--- src/rtl/readout_seq_pkg.sv ---
package readout_seq_pkg;

  typedef enum logic [2:0] {
    PH_IDLE  = 3'd0,
    PH_CLAMP = 3'd1,
    PH_FSMP  = 3'd2,
    PH_FXFR  = 3'd3,
    PH_CSMP  = 3'd4,
    PH_CXFR  = 3'd5,
    PH_TX    = 3'd6,
    PH_DONE  = 3'd7
  } phase_e;

  // number of integrating folds for a given log2 count
  function automatic int fold_cycles(input int log2m);
    return 1 << log2m;
  endfunction

  // clocks from first clamp clock to the done clock, inclusive
  function automatic int line_clocks(input int len, input int log2m, input int ncyc);
    int l;
    l = len + 1;
    return l + 2 * (2 * fold_cycles(log2m) * l + 2 * ncyc * l) + l + 1;
  endfunction

  function automatic logic is_xfer_phase(input phase_e p);
    return (p == PH_FXFR) || (p == PH_CXFR);
  endfunction

  function automatic logic is_cyclic_phase(input phase_e p);
    return (p == PH_CSMP) || (p == PH_CXFR);
  endfunction

endpackage

--- src/rtl/readout_phase_timer.sv ---
module readout_phase_timer #(
  parameter int PW = 4
) (
  input  logic          clk,
  input  logic          rst_n,
  input  logic          load,
  input  logic          run,
  input  logic [PW-1:0] len_in,
  output logic          last,
  output logic [PW-1:0] len_q
);

  logic [PW-1:0] cnt;

  assign last = run && (cnt == len_q);

  always_ff @(posedge clk or negedge rst_n) begin
    if (!rst_n) begin
      cnt   <= '0;
      len_q <= '0;
    end else begin
      if (load) len_q <= len_in;
      if (load || !run || last) cnt <= '0;
      else                      cnt <= cnt + 1'b1;
    end
  end

endmodule

--- src/rtl/readout_cycle_counter.sv ---
module readout_cycle_counter #(
  parameter int FOLD_N = 4,
  parameter int CYC_N  = 12
) (
  input  logic clk,
  input  logic rst_n,
  input  logic clr,
  input  logic inc,
  output logic fold_end,
  output logic cyc_end
);

  localparam int MAXC = (FOLD_N > CYC_N) ? FOLD_N : CYC_N;
  localparam int CW   = (MAXC > 1) ? $clog2(MAXC) : 1;
  localparam logic [CW-1:0] FOLD_TOP = CW'(FOLD_N - 1);
  localparam logic [CW-1:0] CYC_TOP  = CW'(CYC_N - 1);

  logic [CW-1:0] idx;

  assign fold_end = (idx == FOLD_TOP);
  assign cyc_end  = (idx == CYC_TOP);

  always_ff @(posedge clk or negedge rst_n) begin
    if (!rst_n)   idx <= '0;
    else if (clr) idx <= '0;
    else if (inc) idx <= idx + 1'b1;
  end

endmodule

--- src/rtl/readout_phase_ctrl.sv ---
module readout_phase_ctrl
  import readout_seq_pkg::*;
(
  input  logic   clk,
  input  logic   rst_n,
  input  logic   start,
  input  logic   ph_last,
  input  logic   fold_end,
  input  logic   cyc_end,
  output phase_e phase,
  output logic   lvl,
  output logic   accept,
  output logic   cyc_clr,
  output logic   cyc_inc
);

  phase_e phase_n;
  logic   lvl_n;

  always_comb begin
    phase_n = phase;
    lvl_n   = lvl;
    accept  = 1'b0;
    cyc_clr = 1'b0;
    cyc_inc = 1'b0;
    case (phase)
      PH_IDLE: if (start) begin
        phase_n = PH_CLAMP;
        accept  = 1'b1;
        lvl_n   = 1'b0;
      end
      PH_CLAMP: if (ph_last) begin
        phase_n = PH_FSMP;
        cyc_clr = 1'b1;
      end
      PH_FSMP: if (ph_last) phase_n = PH_FXFR;
      PH_FXFR: if (ph_last) begin
        if (fold_end) begin
          phase_n = PH_CSMP;
          cyc_clr = 1'b1;
        end else begin
          phase_n = PH_FSMP;
          cyc_inc = 1'b1;
        end
      end
      PH_CSMP: if (ph_last) phase_n = PH_CXFR;
      PH_CXFR: if (ph_last) begin
        if (cyc_end) begin
          cyc_clr = 1'b1;
          if (lvl) begin
            phase_n = PH_DONE;
          end else begin
            phase_n = PH_TX;
            lvl_n   = 1'b1;
          end
        end else begin
          phase_n = PH_CSMP;
          cyc_inc = 1'b1;
        end
      end
      PH_TX: if (ph_last) begin
        phase_n = PH_FSMP;
        cyc_clr = 1'b1;
      end
      PH_DONE: begin
        phase_n = PH_IDLE;
        lvl_n   = 1'b0;
      end
      default: phase_n = PH_IDLE;
    endcase
  end

  always_ff @(posedge clk or negedge rst_n) begin
    if (!rst_n) begin
      phase <= PH_IDLE;
      lvl   <= 1'b0;
    end else begin
      phase <= phase_n;
      lvl   <= lvl_n;
    end
  end

endmodule

--- src/rtl/readout_switch_decode.sv ---
module readout_switch_decode
  import readout_seq_pkg::*;
(
  input  phase_e phase,
  input  logic   lvl,
  input  logic   ph_last,
  output logic   busy,
  output logic   pix_reset,
  output logic   pix_xfer,
  output logic   clamp_chg,
  output logic   clamp_pass,
  output logic   samp_in,
  output logic   samp_hold,
  output logic   fb_samp,
  output logic   dac_xfer,
  output logic   ref_quarter,
  output logic   level_sig,
  output logic   code_strobe,
  output logic   line_done
);

  always_comb begin
    busy        = (phase != PH_IDLE);
    pix_reset   = (phase == PH_CLAMP);
    clamp_chg   = (phase == PH_CLAMP);
    clamp_pass  = busy && (phase != PH_CLAMP);
    pix_xfer    = (phase == PH_TX);
    samp_in     = (phase == PH_FSMP);
    fb_samp     = (phase == PH_CSMP);
    samp_hold   = (phase == PH_FSMP) || (phase == PH_CSMP);
    dac_xfer    = is_xfer_phase(phase);
    ref_quarter = is_cyclic_phase(phase);
    level_sig   = lvl;
    code_strobe = is_xfer_phase(phase) && ph_last;
    line_done   = (phase == PH_DONE);
  end

endmodule

--- src/rtl/readout_phase_seq.sv ---
module readout_phase_seq
  import readout_seq_pkg::*;
#(
  parameter int PW        = 4,
  parameter int FOLD_LOG2 = 2,
  parameter int CYC_N     = 12
) (
  input  logic          clk,
  input  logic          rst_n,
  input  logic          line_start,
  input  logic [PW-1:0] ph_len,
  output logic          pix_reset,
  output logic          pix_xfer,
  output logic          clamp_chg,
  output logic          clamp_pass,
  output logic          samp_in,
  output logic          samp_hold,
  output logic          fb_samp,
  output logic          dac_xfer,
  output logic          ref_quarter,
  output logic          level_sig,
  output logic          code_strobe,
  output logic          line_done
);

  localparam int FOLD_N = 1 << FOLD_LOG2;

  phase_e        phase_q;
  logic          lvl_q;
  logic          busy;
  logic          ph_last;
  logic          accept;
  logic          cyc_clr;
  logic          cyc_inc;
  logic          fold_end;
  logic          cyc_end;
  logic [PW-1:0] len_q;

  readout_phase_timer #(.PW(PW)) u_timer (
    .clk    (clk),
    .rst_n  (rst_n),
    .load   (accept),
    .run    (busy),
    .len_in (ph_len),
    .last   (ph_last),
    .len_q  (len_q)
  );

  readout_cycle_counter #(.FOLD_N(FOLD_N), .CYC_N(CYC_N)) u_cycles (
    .clk      (clk),
    .rst_n    (rst_n),
    .clr      (cyc_clr),
    .inc      (cyc_inc),
    .fold_end (fold_end),
    .cyc_end  (cyc_end)
  );

  readout_phase_ctrl u_ctrl (
    .clk      (clk),
    .rst_n    (rst_n),
    .start    (line_start),
    .ph_last  (ph_last),
    .fold_end (fold_end),
    .cyc_end  (cyc_end),
    .phase    (phase_q),
    .lvl      (lvl_q),
    .accept   (accept),
    .cyc_clr  (cyc_clr),
    .cyc_inc  (cyc_inc)
  );

  readout_switch_decode u_dec (
    .phase       (phase_q),
    .lvl         (lvl_q),
    .ph_last     (ph_last),
    .busy        (busy),
    .pix_reset   (pix_reset),
    .pix_xfer    (pix_xfer),
    .clamp_chg   (clamp_chg),
    .clamp_pass  (clamp_pass),
    .samp_in     (samp_in),
    .samp_hold   (samp_hold),
    .fb_samp     (fb_samp),
    .dac_xfer    (dac_xfer),
    .ref_quarter (ref_quarter),
    .level_sig   (level_sig),
    .code_strobe (code_strobe),
    .line_done   (line_done)
  );

endmodule

--- config.mk ---
export PLATFORM = sky130hd
export DESIGN_NAME = readout_phase_seq
export DESIGN_NICKNAME = d
export VERILOG_FILES = /design/src/rtl/readout_seq_pkg.sv /design/src/rtl/readout_phase_timer.sv /design/src/rtl/readout_cycle_counter.sv /design/src/rtl/readout_phase_ctrl.sv /design/src/rtl/readout_switch_decode.sv /design/src/rtl/readout_phase_seq.sv
export SDC_FILE = /design/constraint.sdc
export NUM_CORES = 1
export LEC_CHECK = 0
export BUFFER_PORTS_ARGS = -buffer_cell sky130_fd_sc_hd__buf_2
export CAP_MARGIN = 5
export CORE_ASPECT_RATIO = 0.7
export CORE_MARGIN = 4
export CORE_UTILIZATION = 47
export CTS_CLUSTER_DIAMETER = 200
export DETAILED_ROUTE_END_ITERATION = 6
export HOLD_SLACK_MARGIN = 0.1
export PLACE_DENSITY = 0.73
export SETUP_SLACK_MARGIN = 0.5
export SYNTH_ARGS = -nofsm -noshare
export SYNTH_HDL_FRONTEND = slang
export SYNTH_SLANG_ARGS = --single-unit
--- constraint.sdc ---
create_clock -name clk -period 1.9 [get_ports clk]
set_clock_uncertainty 0.2 [all_clocks]
set_input_delay 0.19 -clock clk [delete_from_list [all_inputs] [get_ports clk]]
set_output_delay 0.19 -clock clk [all_outputs]
set_load 0.02 [all_outputs]
==> metrics.cfg, run 1 <==
[hold_path]
hp-class = in -> async

[grt]
grtUsageTotal_pct = 28.8
grt_pass1_vias = 1061
grt_overflow = 0
antenna_found_initial = 0
grt_max_degree = 17
grt_pass1_wl_um = 5540

[synthesis]
synth_area_leaders = dfrtp_1 42%, mux2_2 4.8%, xor2_1 4.6%
synthFlopType = dfrtp_1
syn_inst = 100
synth.distinct_cells = 37
synth_top_area_cell = dfrtp_1
synth_nets = 109
synth-edff-count = 0
synth_common_cells = 16 x dfrtp_1, 11 x nand2_1, 11 x nor2_1
avgSynthCellArea_um2 = 9.46
ys_seq_area_share_pct = 42.3
ys_ff_latch = 16
synth_most_common_cell = dfrtp_1
synth-async-reset-ratio_pct = 100
synth_warnings = 0
synth_area_um2 = 946
synth_top_area_share_pct = 42.3

[pwr]
p_leak_nw = 0.768
vdd_ir_drop_max_uv = 1380
cellPowerDensity_nw_per_um2 = 1650

[worst_setup_path]
reg2reg_to = u_timer.cnt[0]
r2r_cells = 7
startpoint = u_timer.cnt[3]
end_kind = primary output
regToRegSetupSlack_ns = -0.15
path_max_fanout = 3
cp.required_ns = 1.51
cp_data_arrival_time_ns = 1.66
worstReg2RegStart = u_timer.cnt[1]
cp-start-kind = register
critPathKind = reg -> out

[sta]
whs_ns = 0.127
worst_slack_ns = -0.153
fmax_ghz = 0.487
worst_slew_pin_slew_ns = 0.379
finalCritPeriodShare_pct = 108
rsz0062_at_grt = yes
finalHoldViolCount = 0
slew_headroom_pct = 74.7
setup_viol_count_final = 12
slew_violations = 0
fin_crit_ns = 2.05

[floorplan]
dieArea_um2 = 2810
die_h_um = 45.5
core-area_um2 = 1890
std_cell_rows = 13
initial_core_util_pct = 50.1
num_io_pins = 19
die_w_um = 61.6

[detailed_routing]
drc_errors = 0
via_per_inst = 6.39
wl_met2_um = 1970
wl_met3_um = 412
avgRoutedWirePerCell_um = 24.4
ant_nets = 0
highest_layer = met4
firstDrtPassIters = 4
drt-total-wl_um = 4290
wl_met1_um = 1560
drt_iter0_markers = 80
vias = 1124

[clock_tree]
insertion_delay_ns = 0.31
clkTransAtPathRegs_ns = 0.11
numCtsBuffers = 3
htree_levels = 1
cts_sinks = 16
cts_tree = done
root_buffer = clkbuf_4
cts.path.max_buffers = 2

[placement]
place_hpwl_um = 1700
dp_slack_ns = 0.0171
place_congestion = 0.843
portBuffers = 18

[final_layout]
diodes = 0
drive_above_1_share_pct = 60.4
num-nets-final = 164
syn2layout_area_growth_pct = 78.8

[run]
cap_violations = 0

[run_status]
violations = negative setup slack
status = finished with violations

## worst max-delay path, cell delays in order (launching register included)
cell	delay, ns
dfrtp_1	0.43
xor2_1	0.18
nor4_4	0.28
buf_4	0.18
nand2_4	0.07
nor2_4	0.09
buf_6	0.13
## metrics by stage
step                      setup TNS [ns]  utilization, %  area, um2  std cells  total power [mW]
after floorplan                        0               -       1060        100              1.45
after CTS                         -0.454            85.1       1610        170              2.46
after detailed placement               0            61.9       1170        141              1.72
after global routing               -2.35            89.7       1690        176              2.92
after global placement                 0            61.9       1170        141              1.69
final                              -1.31            89.7       1690        176              2.79
## logic make-up (layout without fill, tap and decap cells)
group | count (synthesis) | after routing | share of synthesized area (%)
simple gates | 40 | 40 | 23.0
compound gates | 20 | 20 | 14.9
xor+xnor | 7 | 7 | 6.48
buf+inv | 10 | 64 | 4.76
fa+ha+maj | 3 | 3 | 3.70
flops | 16 | 16 | 42.3
mux | 4 | 4 | 4.76
## flip-flops by register name (all words and copies together), names as in the netlist
| signal | cells |
|---|---|
| u_ctrl.lvl | 1 |
| u_ctrl.phase | 3 |
| u_cycles.idx | 4 |
| u_timer.cnt | 4 |
| u_timer.len_q | 4 |
## cells in the final DEF (no fill, tap or decap), drive strengths merged, types with 3 or more instances in the layout
cell	count
buf	50
dfrtp	16
nand2	12
nor2	11
dlygate4sd3	6
xor2	5
o21ai	5
a21oi	5
mux2	4
clkbuf	4
nor2b	3
inv	3
## what timing repair did
action	CTS	global route
setup endpoints to repair	27	27
setup buffers	18	6
hold buffers	6	0
endpoints found under the hold margin	21	0
pin swaps	8	5
gates cloned	1	0
gates resized for setup	51	12
## cell type report
type                    instances  area [um2]
well taps                      22        27.5
fillers                        76         195
inverters                       4        30.0
flip-flops and latches         16         404
repair buffers                 56         542
multi-input cells              74         652
clock buffers                   4        36.3
## report_power, final
| part | total, mW | switching [mW] | internal (mW) | leakage (nW) |
|---|---|---|---|---|
| Clock | 0.245 | 0.128 | 0.117 | 0.0210 |
| Sequential | 0.675 | 0.190 | 0.485 | 0.190 |
| Combinational | 1.87 | 0.917 | 0.957 | 0.557 |
## how the worst max path moves through the flow
| stage | endpoint | slack [ns] | cells after the start |
|---|---|---|---|
| finish | code_strobe | -0.15 | 6 |
| global route | code_strobe | -0.25 | 6 |
| floorplan | u_cycles.idx[3] | 0.08 | 5 |
| global placement | u_ctrl.phase[2] | 0.04 | 7 |
| detailed placement | u_cycles.idx[3] | 0.02 | 6 |
| CTS | code_strobe | -0.09 | 6 |
## per-layer routing
metal	up-vias	global-route usage, %
met4	0	16.1
met1	534	32.0
met2	95	48.4
met3	42	9.63
met5	-	0
li1	453	-
(Power assumes the default switching activity.)
==> run 2: changes to the inputs <==
--- a/config.mk
+++ b/config.mk
@@ -5,11 +5,11 @@
 export SDC_FILE = /design/constraint.sdc
 export NUM_CORES = 1
 export LEC_CHECK = 0
-export BUFFER_PORTS_ARGS = -buffer_cell sky130_fd_sc_hd__buf_2
+export BUFFER_PORTS_ARGS = -buffer_cell sky130_fd_sc_hd__clkbuf_2
 export CAP_MARGIN = 5
 export CORE_ASPECT_RATIO = 0.7
 export CORE_MARGIN = 4
-export CORE_UTILIZATION = 47
+export CORE_UTILIZATION = 48
 export CTS_CLUSTER_DIAMETER = 200
 export DETAILED_ROUTE_END_ITERATION = 6
 export HOLD_SLACK_MARGIN = 0.1
@@ -17,4 +17,5 @@
 export SETUP_SLACK_MARGIN = 0.5
 export SYNTH_ARGS = -nofsm -noshare
 export SYNTH_HDL_FRONTEND = slang
+export SYNTH_HIERARCHICAL = 1
 export SYNTH_SLANG_ARGS = --single-unit
==> run 2 against run 1 <==
Against the previous run:
- the flow still finishes with violations (negative setup slack)
- fmax is 5.3% lower
- worst setup slack worse by 0.12 ns
- synthesized area is 6.3% higher
- combinational power is 16% higher
- sequential share of layout area is 1.5 points lower
- via count is 2.6% higher
- sequential cell count stayed put
- cell count is 3.4% higher
- utilization is 3.7 points higher
- total power is 7.1% higher
- sequential power is 13% lower
- first-iteration DRC count is 10% lower
- largest cell class unchanged
- largest power group unchanged
==> metrics.cfg, run 2 <==
[grt]
grt_overflow = 0  ; unchanged
grtUsageTotal_pct = 23.9  ; -5.0 points
antenna_found_initial = 0  ; unchanged
grt_pass1_wl_um = 5000  ; -9.7%
grt_max_degree = 17  ; unchanged
grt_pass1_vias = 999  ; -5.8%

[worst_setup_path]
critPathKind = reg -> reg
cp_data_arrival_time_ns = 2.20  ; +0.54 ns
cp-start-kind = register
end_kind = register
cp.required_ns = 1.93  ; +0.42 ns
path_max_fanout = 4  ; +1

[synthesis]
synth_most_common_cell = dfrtp_1
synth-async-reset-ratio_pct = 100  ; unchanged
synth-edff-count = 0  ; unchanged
ys_ff_latch = 16  ; unchanged
synth_common_cells = 16 x dfrtp_1, 7 x nor2_1
synth_top_area_share_pct = 39.8  ; -2.5 points
synth.distinct_cells = 39  ; +5.4%
synth_warnings = 6  ; +6
ys_seq_area_share_pct = 39.8  ; -2.5 points
synth_area_leaders = dfrtp_1 40%, a211oi_1 3.7%, mux2_2 3.4%
syn_inst = 101  ; +1.0%
synthFlopType = dfrtp_1
synth_area_um2 = 1010  ; +6.3%
synth_top_area_cell = dfrtp_1
synth_nets = 110  ; +0.92%
avgSynthCellArea_um2 = 9.96  ; +5.3%

[pwr]
power.share.clock_pct = 8.2  ; -0.6 points
cellPowerDensity_nw_per_um2 = 1670  ; +1.1%
vdd_ir_drop_max_uv = 974  ; -29%
switching_share_pct = 43.2  ; -0.98 points
total_power_mw = 2.99  ; +7.1%
p_switching_mw = 1.29  ; +4.8%
power_frac_seq_pct = 19.6  ; -4.6 points
share_comb_of_total_power_pct = 72.2  ; +5.1 points
intPower_mw = 1.70  ; +9.0%
p_leak_nw = 0.839  ; +9.3%

[sta]
rsz0062_at_grt = yes
finalCritPeriodShare_pct = 114  ; +6.1 points
worst_slew_pin_slew_ns = 0.410  ; +0.0309 ns
slew_headroom_pct = 72.7  ; -2.1 points
slew_violations = 0  ; unchanged
fmax_ghz = 0.461  ; -5.3%
worst_slack_ns = -0.268  ; -0.116 ns
setup_viol_count_final = 21  ; +9
finalSetupTns_ns = -2.05  ; -0.741 ns
whs_ns = 0.164  ; +0.0371 ns
fin_crit_ns = 2.17  ; +0.116 ns
finalHoldViolCount = 0  ; unchanged

[final_layout]
num-nets-final = 170  ; +3.7%
layout.area.seq_um2 = 402  ; -0.62%
biggestRegsByFlops = u_cycles/idx: 4 flops, u_timer/cnt: 4 flops, u_timer/len_q: 4 flops
diodes = 0  ; unchanged
multiInputGateArea_um2 = 693  ; +6.3%
layout_common_cells = 24 x buf_4, 15 x dfrtp_1, 8 x buf_8, 8 x buf_6, 7 x clkbuf_2
final_common_cell = buf_4
drive_above_1_share_pct = 60.0  ; -0.39 points
fillerInstances = 60  ; -21%
syn2layout_area_growth_pct = 78.1

[clock_tree]
clkTransAtPathRegs_ns = 0.11  ; about the same
cts_tree = done
root_buffer = clkbuf_4
htree_levels = 1  ; unchanged
insertion_delay_ns = 0.31  ; about the same
cts_sinks = 16  ; unchanged
numCtsBuffers = 3  ; unchanged
cts.path.max_buffers = 2  ; unchanged

[floorplan]
core-area_um2 = 1920  ; +1.7%
dieArea_um2 = 2900  ; +3.5%
die_h_um = 46.3  ; +1.7%
std_cell_rows = 13  ; unchanged
num_io_pins = 19  ; unchanged
die_w_um = 62.7  ; +1.8%
initial_core_util_pct = 52.4  ; +2.3 points

[detailed_routing]
drt_iter0_markers = 72  ; -10%
drt-total-wl_um = 4500  ; +5.0%
avgRoutedWirePerCell_um = 24.7  ; +1.6%
firstDrtPassIters = 4  ; unchanged
drc_errors = 0  ; unchanged
vias = 1153  ; +2.6%
ant_nets = 0  ; unchanged
via_per_inst = 6.34  ; -0.80%

[placement]
place_hpwl_um = 1740  ; +2.5%
place_congestion = 0.902  ; +7.0%
dp_slack_ns = -0.0952  ; -0.112 ns
portBuffers = 18  ; unchanged

[run_status]
status = finished with violations
violations = negative setup slack

[run]
cap_violations = 0  ; unchanged

[hold_path]
hp-class = in -> async

run 2: routing by layer:
layer / vias to the layer above / GRT usage, % / routed length (um)
li1: 483 / - / -
met1: 569 / 26.7 / 1760
met2: 82 / 44.9 / 2160
met3: 19 / 6.34 / 363
met4: 0 / 9.65 / 218
met5: - / 0 / 0
run 2: final timing paths:
check                                 startpoint          endpoint  slack, ns  cells past startpoint
worst min-delay path                       rst_n  u_timer/len_q[2]       0.16                      2
worst max-delay path             u_ctrl/phase[0]   u_cycles/idx[2]      -0.27                      9
max in group asynchronous                  rst_n   u_ctrl/phase[2]       1.03                      2
worst min register to register  u_timer/len_q[1]  u_timer/len_q[1]       0.39                      1
worst max register to register   u_ctrl/phase[0]   u_cycles/idx[2]      -0.27                      9
min in group clk                      line_start  u_timer/len_q[0]       0.34                      6
run 2: cell type report:
type | instances | share of cell area, %
Sequential cell | 16 | 22.4
Multi-Input combinational cell | 75 | 38.7
Clock buffer | 4 | 2.03
Tap cell | 22 | 1.54
Timing Repair Buffer | 60 | 33.9
Inverter | 5 | 1.47
run 2: stage by stage:
step	std cells	cell area, um2	util, %
after floorplan	101	1050	-
after global placement	157	1290	67.1
after detailed placement	157	1290	67.1
after CTS	177	1630	84.9
after global routing	182	1790	93.4
final	182	1790	93.4
run 2: cell families (layout without fill, tap and decap cells):
group / count (synthesis) / count (layout) / synth area share (%)
simple gates: 38 / 38 / 22.9
compound gates: 24 / 24 / 18.8
flops: 16 / 16 / 39.8
buf+inv: 10 / 69 / 4.85
mux: 6 / 6 / 6.84
xor+xnor: 5 / 5 / 4.35
fa+ha+maj: 2 / 2 / 2.49
run 2: what timing repair did:
action,CTS,global route
cloned,0,0
setup endpoints to repair,27,27
pin swaps,7,1
buffers inserted,10,5
hold buffers,6,0
gates resized for setup,41,39
hold endpoints to repair,21,0
run 2: power by group through the flow:
stage / Combinational [mW] / Sequential (mW) / Clock, mW
2_1_floorplan: 0.833 / 0.582 / 0
3_3_place_gp: 1.25 / 0.563 / 0
6_report: 2.16 / 0.586 / 0.246
4_1_cts: 1.64 / 0.563 / 0.248
5_1_grt: 2.23 / 0.599 / 0.266
3_5_place_dp: 1.28 / 0.567 / 0
run 2: critical path: stages (launching register included):
cell      delay, ns
dfrtp_1        0.41
or3_4          0.40
o2111a_1       0.14
and2_4         0.14
buf_4          0.15
nand2_4        0.07
nor2_4         0.04
buf_6          0.14
a21bo_2        0.23
a21oi_2        0.16
==> run 3: changes to the inputs <==
--- a/config.mk
+++ b/config.mk
@@ -9,11 +9,12 @@
 export CAP_MARGIN = 5
 export CORE_ASPECT_RATIO = 0.7
 export CORE_MARGIN = 4
-export CORE_UTILIZATION = 48
+export CORE_UTILIZATION = 51
+export CTS_BUF_LIST = sky130_fd_sc_hd__clkbuf_4 sky130_fd_sc_hd__clkbuf_8
 export CTS_CLUSTER_DIAMETER = 200
 export DETAILED_ROUTE_END_ITERATION = 6
 export HOLD_SLACK_MARGIN = 0.1
-export PLACE_DENSITY = 0.73
+export PLACE_DENSITY = 0.77
 export SETUP_SLACK_MARGIN = 0.5
 export SYNTH_ARGS = -nofsm -noshare
 export SYNTH_HDL_FRONTEND = slang
==> run 3 against run 2 <==
Against the previous run:
- the flow now stops in 5_1_grt
- synthesized cell count unchanged
- synthesized area is the same
==> metrics.cfg, run 3 <==
[synthesis]
synth_common_cells = 16 x dfrtp_1, 7 x nor2_1
synth_top_area_share_pct = 39.8  ; unchanged
ys_seq_area_share_pct = 39.8  ; unchanged
synth_top_area_cell = dfrtp_1
synthFlopType = dfrtp_1
ys_ff_latch = 16  ; unchanged
synth_most_common_cell = dfrtp_1
synth_nets = 110  ; unchanged
synth-edff-count = 0  ; unchanged
synth_area_um2 = 1010  ; unchanged
avgSynthCellArea_um2 = 9.96  ; unchanged
synth_area_leaders = dfrtp_1 40%, a211oi_1 3.7%, mux2_2 3.4%
syn_inst = 101  ; unchanged
synth-async-reset-ratio_pct = 100  ; unchanged
synth_warnings = 6  ; unchanged
synth.distinct_cells = 39  ; unchanged

[placement]
place_hpwl_um = 1720  ; -0.87%
placed_area_um2 = 1290  ; unchanged
portBuffers = 18  ; unchanged
place_congestion = 0.843  ; -6.5%

[clock_tree]
numCtsBuffers = 3  ; unchanged
htree_levels = 1  ; unchanged
cts.path.max_buffers = 2  ; unchanged
root_buffer = clkbuf_4
cts_sinks = 16  ; unchanged

[floorplan]
die_h_um = 45.2  ; -2.5%
num_io_pins = 19  ; unchanged
die_w_um = 61.1  ; -2.6%
std_cell_rows = 13  ; unchanged
initial_core_util_pct = 53.8  ; +1.4 points

[sta]
worst-ep-kind = register data pin
crit_endpoint = u_cycles/idx[3]$_DFFE_PN0P_/D

[run_status]
error_line = [ERROR DPL-0038] Utilization greater than 100%, impossible to legalize
stop_stage = 5_1_grt
status = stopped before the end

[grt]
grt_max_degree = 17

run 3: through the flow:
| step | std cells | setup TNS [ns] | setup WS [ns] |
|---|---|---|---|
| floorplan | 101 | -0.151 | -0.151 |
| detailed placement | 157 | -0.259 | -0.137 |
| CTS | 179 | -0.617 | -0.177 |
| global placement | 157 | -0.0295 | -0.0295 |
run 3: kinds of logic after synthesis:
kind of cell             synth area share [%]
AO/OA/AOI/OAI                            18.8
XOR/XNOR                                 4.35
adder cells (fa/ha/maj)                  2.49
buffers and inverters                    4.85
flip-flops                               39.8
multiplexers                             6.84
AND/OR/NAND/NOR                          22.9
run 3: what timing repair did:
| item | CTS |
|---|---|
| hold buffers | 6 |
| gates resized for setup | 58 |
| hold endpoints to repair | 21 |
| pin swaps | 15 |
| gates cloned | 0 |
| setup endpoints to repair | 27 |
| buffers inserted | 12 |
==> run 4: changes to the inputs <==
--- a/config.mk
+++ b/config.mk
@@ -7,15 +7,10 @@
 export LEC_CHECK = 0
 export BUFFER_PORTS_ARGS = -buffer_cell sky130_fd_sc_hd__clkbuf_2
 export CAP_MARGIN = 5
-export CORE_ASPECT_RATIO = 0.7
-export CORE_MARGIN = 4
-export CORE_UTILIZATION = 51
-export CTS_BUF_LIST = sky130_fd_sc_hd__clkbuf_4 sky130_fd_sc_hd__clkbuf_8
-export CTS_CLUSTER_DIAMETER = 200
+export CORE_AREA = 4 4 65 67
 export DETAILED_ROUTE_END_ITERATION = 6
-export HOLD_SLACK_MARGIN = 0.1
-export PLACE_DENSITY = 0.77
-export SETUP_SLACK_MARGIN = 0.5
+export DIE_AREA = 0 0 69 71
+export PLACE_DENSITY_LB_ADDON = 0.15
 export SYNTH_ARGS = -nofsm -noshare
 export SYNTH_HDL_FRONTEND = slang
 export SYNTH_HIERARCHICAL = 1
==> constraint.sdc (replaced) <==
create_clock -name clk -period 2.45 [get_ports clk]
set_clock_uncertainty 0.2 [all_clocks]
set_input_delay 0.245 -clock clk [delete_from_list [all_inputs] [get_ports clk]]
set_output_delay 0.245 -clock clk [all_outputs]
set_load 0.02 [all_outputs]
==> run 4 against run 3 <==
Against the previous run:
- the run now ends clean
==> metrics.cfg, run 4 (synthesized netlist as in run 2, its figures left out) <==
[floorplan]
die_w_um = 69  ; +13%
dieArea_um2 = 4900
std_cell_rows = 22  ; +9
num_io_pins = 19  ; unchanged
core-area_um2 = 3630
die_h_um = 71  ; +57%
initial_core_util_pct = 27.7  ; -26 points

[final_layout]
diodes = 0
drive_above_1_share_pct = 33.9
final_common_cell = clkbuf_2
num-nets-final = 137
layout_common_cells = 18 x clkbuf_2, 16 x dfrtp_1, 8 x buf_4
biggestRegsByFlops = u_cycles/idx: 4 flops, u_timer/cnt: 4 flops, u_timer/len_q: 4 flops
syn2layout_area_growth_pct = 24.4

[grt]
grt_max_degree = 21
antenna_found_initial = 0
grt_pass1_vias = 827
grtUsageTotal_pct = 9.27
grt_overflow = 0
grt_pass1_wl_um = 3700

[sta]
slew_headroom_pct = 73.5
fmax_ghz = 0.437
worst_slack_ns = 0.159
finalSetupTns_ns = 0
setup_viol_count_final = 0
finalHoldViolCount = 0
slew_violations = 0
finalCritPeriodShare_pct = 93.5
worst_slew_pin_slew_ns = 0.398
rsz0062_at_grt = no
fin_crit_ns = 2.29

[worst_setup_path]
cp.required_ns = 2.01
cp_data_arrival_time_ns = 1.85
critPathKind = reg -> out
r2r_cells = 7
end_kind = primary output
path_max_fanout = 6
cp-start-kind = register

[pwr]
total_power_mw = 1.46
p_leak_nw = 0.591
cellPowerDensity_nw_per_um2 = 1170
vdd_ir_drop_max_uv = 408

[detailed_routing]
drc_errors = 0
drt_iter0_markers = 42
via_per_inst = 4.59
vias = 804
drt-total-wl_um = 2060
avgRoutedWirePerCell_um = 11.8
ant_nets = 0
firstDrtPassIters = 4

[clock_tree]
cts_sinks = 16  ; unchanged
cts_resized = 0  ; -100%
clkTransAtPathRegs_ns = 0.06
root_buffer = clkbuf_8
insertion_delay_ns = 0.25
cts_tree = done
numCtsBuffers = 3  ; unchanged
htree_levels = 1  ; unchanged
cts.path.max_buffers = 2  ; unchanged

[hold_path]
whs_path_depth = 3
hp-class = in -> reg

[placement]
portBuffers = 18  ; unchanged
place_hpwl_um = 1550  ; -10%
place_congestion = 0.679  ; -19%
dp_slack_ns = 0.242  ; +0.379 ns

[run]
cap_violations = 0

[run_status]
status = complete, no violations

run 4: power breakdown:
group          internal (mW)  leakage, nW  switching (mW)
combinational          0.359        0.361           0.427
clock                  0.142       0.0288          0.0866
sequential             0.367        0.201          0.0792
total                  0.868        0.591           0.593
run 4: layout make-up:
class	count	area, um2
timing repair buffer	27	160
clock buffer	4	55.1
tap	48	60.1
fill	388	2380
inverter	5	18.8
multi-input combinational	75	557
sequential	16	400
run 4: per-layer routing:
metal	track usage [%]	up-vias	wire, um
li1	-	411	-
met1	11.0	368	948
met2	15.3	20	955
met3	2.84	5	117
met4	4.56	0	40
met5	0	-	0
run 4: critical path, cell delays in order, from the launching register on:
cell and delay (ns):
dfrtp_1 0.37, or3_1 0.41, o2111a_1 0.19, and2_1 0.18
buf_4 0.16, and3_1 0.15, clkbuf_2 0.15
run 4: per-stage QoR:
step | hold WS [ns] | cells | util (%) | area [um2]
finish | 0.0129 | 175 | 34.4 | 1250
global route | 0.0232 | 175 | 34.4 | 1250
CTS | 0.0147 | 174 | 34.2 | 1240
detailed placement | -0.00708 | 169 | 32.4 | 1180
global placement | 0.000660 | 169 | 32.4 | 1180
floorplan | -0.251 | 101 | - | 1010
run 4: worst paths after layout:
kind	startpoint	end	slack, ns
setup / recovery	u_ctrl/phase[1]	code_strobe	0.16
hold / removal	ph_len[0]	u_timer/len_q[0]	0.01
setup reg to reg	u_timer/len_q[3]	u_cycles/idx[3]	0.28
hold reg to reg	u_timer/len_q[2]	u_timer/len_q[2]	0.33
max in group asynchronous	rst_n	u_timer/cnt[1]	1.50
min in group asynchronous	rst_n	u_ctrl/lvl	0.26
run 4: what timing repair did:
action                                  CTS  global route
hold endpoints to repair                 16             0
setup buffers                             0             1
hold buffers                              1             0
endpoints found under the setup margin    0             1
